[config.mk]
export PLATFORM = sky130hd
export DESIGN_NAME = reset_cause_reg
export DESIGN_NICKNAME = d
export VERILOG_FILES = /design/src/rtl/rcf_pkg.sv /design/src/rtl/rcf_write_decode.sv /design/src/rtl/rcf_flag_cell.sv /design/src/rtl/rcf_read_map.sv /design/src/rtl/reset_cause_reg.sv
export SDC_FILE = /design/constraint.sdc
export NUM_CORES = 1
export LEC_CHECK = 0
export ABC_CLOCK_PERIOD_IN_PS = 800
export CORE_AREA = 3 3 40 42
export DETAILED_ROUTE_END_ITERATION = 6
export DIE_AREA = 0 0 43 45
export PLACE_DENSITY_LB_ADDON = 0.05
export SKIP_LAST_GASP = 1
export SLEW_MARGIN = 20
export SYNTH_ARGS = -nofsm -noshare
export SYNTH_HDL_FRONTEND = slang
export SYNTH_SLANG_ARGS = --single-unit
[constraint.sdc]
create_clock -name clk -period 0.8 [get_ports clk]
set_input_delay 0.08 -clock clk [delete_from_list [all_inputs] [get_ports clk]]
set_output_delay 0.08 -clock clk [all_outputs]
set_load 0.05 [all_outputs]
[src/rtl/rcf_pkg.sv]
package rcf_pkg;

    localparam int REG_W = 8;
    localparam int NSRC  = 3;

    // Requester index; order is the vector order inside the block.
    typedef enum logic [1:0] {
        SRC_LOWV   = 2'd0,
        SRC_CLKMON = 2'd1,
        SRC_WDOG   = 2'd2
    } src_e;

    typedef struct packed {
        logic wdog;
        logic clkmon;
        logic lowv;
    } src_vec_t;

    // Bit position of each requester's flag in the software byte.
    function automatic int flag_pos(input int idx);
        case (idx)
            0:       return 0;
            1:       return 1;
            default: return 4;
        endcase
    endfunction

    // Index of the flag at a byte position, or -1 for a reserved bit.
    function automatic int pos_to_idx(input int pos);
        for (int i = 0; i < NSRC; i++) begin
            if (flag_pos(i) == pos) return i;
        end
        return -1;
    endfunction

    function automatic logic [NSRC-1:0] pack_src(input src_vec_t s);
        return {s.wdog, s.clkmon, s.lowv};
    endfunction

endpackage

[src/rtl/rcf_write_decode.sv]
module rcf_write_decode
    import rcf_pkg::*;
#(
    parameter int W = REG_W,
    parameter int N = NSRC
) (
    input  logic          wr_en,
    input  logic [W-1:0]  wr_data,
    output logic [N-1:0]  clr_req
);
    logic unused_bits;
    assign unused_bits = ^wr_data;

    for (genvar i = 0; i < N; i++) begin : g_clr
        localparam int POS = flag_pos(i);
        assign clr_req[i] = wr_en && !wr_data[POS];
    end
endmodule

[src/rtl/rcf_flag_cell.sv]
module rcf_flag_cell (
    input  logic clk,
    input  logic pin_rst,
    input  logic set_i,
    input  logic clr_i,
    output logic flag_o
);
    always_ff @(posedge clk) begin
        if (pin_rst)
            flag_o <= 1'b0;
        else if (set_i)
            flag_o <= 1'b1;
        else if (clr_i)
            flag_o <= 1'b0;
    end
endmodule

[src/rtl/rcf_read_map.sv]
module rcf_read_map
    import rcf_pkg::*;
#(
    parameter int W = REG_W,
    parameter int N = NSRC
) (
    input  logic [N-1:0] flags,
    output logic [W-1:0] byte_o
);
    for (genvar b = 0; b < W; b++) begin : g_bit
        localparam int IDX = pos_to_idx(b);
        if (IDX >= 0) begin : g_flag
            assign byte_o[b] = flags[IDX];
        end else begin : g_rsvd
            assign byte_o[b] = 1'b0;
        end
    end
endmodule

[src/rtl/reset_cause_reg.sv]
module reset_cause_reg
    import rcf_pkg::*;
(
    input  logic             clk,
    input  logic             pin_rst,
    input  logic             wdog_pulse,
    input  logic             clkmon_pulse,
    input  logic             lowv_pulse,
    input  logic             wr_en,
    input  logic [REG_W-1:0] wr_data,
    output logic [REG_W-1:0] rd_data
);
    src_vec_t        req;
    logic [NSRC-1:0] set_vec;
    logic [NSRC-1:0] clr_vec;
    logic [NSRC-1:0] flags;

    always_comb begin
        req.wdog   = wdog_pulse;
        req.clkmon = clkmon_pulse;
        req.lowv   = lowv_pulse;
        set_vec    = pack_src(req);
    end

    rcf_write_decode #(.W(REG_W), .N(NSRC)) u_dec (
        .wr_en   (wr_en),
        .wr_data (wr_data),
        .clr_req (clr_vec)
    );

    for (genvar i = 0; i < NSRC; i++) begin : g_cell
        rcf_flag_cell u_cell (
            .clk     (clk),
            .pin_rst (pin_rst),
            .set_i   (set_vec[i]),
            .clr_i   (clr_vec[i]),
            .flag_o  (flags[i])
        );
    end

    rcf_read_map #(.W(REG_W), .N(NSRC)) u_map (
        .flags  (flags),
        .byte_o (rd_data)
    );
endmodule

======== Yosys cells after proc, flatten, opt, wreduce, memory -nomap -nowiden ========
Index checks and enable logic that the tools add are counted.
word-level totals
  input port bits ......................... 14
  register bits after elaboration ......... 3
  word-level logic and storage cells ...... 18
  output and inout bits ................... 8
cells by class
  muxes and demuxes ....................... 6
  reductions and logical operators ........ 9
operators by type and width
  cell                number
  1-bit two-way mux   6
  2-bit nonzero test  3
  1-bit logical AND   3
  1-bit logical NOT   3

======== Longest topological paths before layout ========
  depth after elaboration ................. 4
  gate-level depth with buffers ........... 2
  depth with buffers taken out ............ 2

======== By module ========
Synthesis repeated with hierarchy kept, for this count alone.
unflattened totals
  cell total of the unflattened synthesis .. 24
  area total of the unflattened synthesis .. 198.9 µm²
by module, submodules not included
  module            cells an instance  area each (µm²)  sequential area each (µm²)  instances
  rcf_flag_cell     4                  38.8             20.0                        3
  rcf_read_map      9                  63.8             0.0                         1
  rcf_write_decode  3                  18.8             0.0                         1

======== Worst setup path before layout ========
No wires, ideal clock.
  kind .................................... register -> output
  start point ............................. register g_cell[0].u_cell.flag_o
  end point ............................... output port rd_data[0]
  setup slack ............................. 0.230 ns
  arrival time ............................ 0.490 ns
  stages on the path, launching flop included .. 2
  buffers on the path ..................... 1
  required time ........................... 0.720 ns
  cells stage by stage .................... dfxtp_1 -> buf_4
RTL lines
  item                    RTL line               source
  from (decl)             rcf_flag_cell.sv:6     output logic flag_o
  from (signal assigned)  rcf_flag_cell.sv:10    flag_o <= 1'b0;
  from (signal assigned)  rcf_flag_cell.sv:12    flag_o <= 1'b1;
  from (signal assigned)  rcf_flag_cell.sv:14    flag_o <= 1'b0;
  to (decl)               reset_cause_reg.sv:11  output logic [REG_W-1:0] rd_data
No word-level cell between the ends.

======== Worst setup path in the final report ========
  start point ............................. register g_cell[1].u_cell.flag_o
  end point ............................... output port rd_data[1]
RTL lines
  item                    RTL line
  from (decl)             rcf_flag_cell.sv:6
  from (signal assigned)  rcf_flag_cell.sv:10
  from (signal assigned)  rcf_flag_cell.sv:12
  from (signal assigned)  rcf_flag_cell.sv:14
No word-level cell between the ends.

==> metrics.txt <==
maximum vdd drop 0.473 mV; initial cell density of the core 0.158; fin. max-slew vios 0; drt via density 3.36; setup ws final 0.00965 ns; Top reg by flops g_cell.u_cell.flag_o; max reg flops 3; site row count 13; syn_area_per_cell 9.65 um^2; fin util 0.270; RSZ-0062 raised after global routing true; setup TNS 0 ns; status finished, final reports clean; Final Hold Viols 0; die footprint 1940 um^2; DRC Markers 0; H-Tree Depth 1; total CTS buffers 3; Sw Share 0.317; CP required 0.72 ns; Syn. warnings 0; final std cells w/o fill 47; CP Data Arrival Time 0.71 ns; r2r startpoint g_cell[1].u_cell.flag_o$_SDFFE_PP0P_; post-route cell area 347 um^2; Skew-Pair Late Insertion Delay 0.23 ns; Flop pwr share 0.273; pwr dens 1870 nW/um^2; Mapped Cells 21; crit end category output port; worst path cell trace buf_12; post-route ant nets 0; initial drt markers 3; top post-synthesis cells by area dfxtp_1 (30%), buf_4 (30%), nor3b_2 (19%); min cycle time layout 0.790 ns; Worst Skew 0 ns; largest net degree at the start of global routing 4; Synth top area share 0.296; Max Cap Viol 0; I/O Buffers 11; Clock Tree Root clkbuf_4; Setup WS pre-CTS -0.178 ns; I/O Pins 22; crit path capture rd_data[1]; cell taking the most area after synthesis dfxtp_1; first-pass GRT wire length 641 um; CP Max Fanout 2; FMAX 1270 MHz; crit path launch g_cell[1].u_cell.flag_o$_SDFFE_PP0P_; die span in y 45 um; Vias 158; Min Hold Slack 0.490 ns; GRT Resource Usage Total 0.0532; WP buf/inv 1; Die Wd 43 um; diode count 0; Static Leak 0.138 nW; delay-heaviest family, CP flip-flops; Comb power frac 0.324; routed length per instance 8.66 um; WP depth 1; Clock Sinks 3; Critical R2R Capture g_cell[1].u_cell.flag_o$_SDFFE_PP0P_; maximum root-to-sink buffer count 2; CP max stage cell dfxtp_2; TritonCTS clock tree yes; Detail Placement HPWL 347 um; area grow syn2layout 71.0%; Sw Pwr 205 uW; Crit path largest cell delay 0.34 ns; first-pass iteration count of the detailed router 2; mapped cell area 203 um^2; Overflow after GRT 0; Total Power 648 uW; registers with the most flip-flops g_cell.u_cell.flag_o x3; FF-to-FF path depth 2; Placer Congestion 0.628; Cells after DPL 43; register area share after synthesis 0.296; Area after DPL 317 um^2; Yosys cell types 6; most common cell after layout, fill and taps aside clkdlybuf4s50_1; Setup crit start kind register; vias in the first global route 150; Clock transition at path regs 0.04 ns; CP Class reg2out; synthesis-stage register bit count 3; HP Class in2reg; Power Internal 443 uW; initial antenna violation count 0; commonest cells after routing, fill and taps aside clkdlybuf4s50_1 (8), conb_1 (5); Final setup viols 0; clock network power share 0.403; reg2reg setup slack 0.19 ns; hold-fix buffers at CTS 0; drt total wl 407 um; proportion of layout cells with a drive suffix above 1 0.469; Core Area 1280 um^2; Final Net Count 47; Tcrit/Tclk final 0.988
## power groups by stage
stage / Clock (mW) / Combinational (mW) / Sequential, mW
after floorplan: 0 / 0.151 / 0.169
after global placement: 0 / 0.211 / 0.177
after detailed placement: 0 / 0.211 / 0.177
after CTS: 0.281 / 0.212 / 0.177
after global routing: 0.299 / 0.220 / 0.178
final: 0.261 / 0.210 / 0.177
## synthesized netlist by cell type, drive strengths merged
cell   number
buf         8
conb        1
dfxtp       3
nor2        3
nor3        3
nor3b       3
## routing by layer
metal / part of all wire / routed length [um] / GRT usage
met1: 0.38 / 155 / 0.0505
met2: 0.50 / 202 / 0.0659
met3: 0.12 / 48 / 0.0478
met4: 0 / 0 / 0.0542
met5: 0 / 0 / 0
## worst min-delay path by stage
stage	slack (ns)	to	start	cells past startpoint
after floorplan	0.15	g_cell[0].u_cell.flag_o$_SDFFE_PP0P_	pin_rst	1
after global placement	0.55	rd_data[0]	g_cell[0].u_cell.flag_o$_SDFFE_PP0P_	1
after detailed placement	0.54	g_cell[2].u_cell.flag_o$_SDFFE_PP0P_	g_cell[2].u_cell.flag_o$_SDFFE_PP0P_	2
after CTS	0.48	g_cell[1].u_cell.flag_o$_SDFFE_PP0P_	clkmon_pulse	3
after global routing	0.51	g_cell[0].u_cell.flag_o$_SDFFE_PP0P_	lowv_pulse	3
final	0.49	g_cell[0].u_cell.flag_o$_SDFFE_PP0P_	lowv_pulse	3
## repair_timing
action                                  CTS  global route
buffers inserted                          0             0
endpoints found under the setup margin    3             3
resized for setup                         3             0
## cell type report
cell class,count,area (um^2)
fillers,144,938
repair buffers,11,140
multi-input cells,14,97.6
flip-flops and latches,3,63.8
clock buffers,4,26.3
well taps,15,18.8
## cells by family (layout without fill, tap and decap cells)
| family | count (synthesis) | count (layout) | synth area share |
|---|---|---|---|
| other cells | 1 | 5 | 0.0185 |
| buf+inv | 8 | 15 | 0.296 |
| simple gates | 9 | 9 | 0.389 |
| flops | 3 | 3 | 0.296 |
## worst min-delay path, delay by kind of cell
kind / cells / cell delay, ns
buffers and inverters: 1 / 0.43
AND/OR/NAND/NOR: 2 / 0.16
Note: power is estimated with default switching activity, not from simulation.
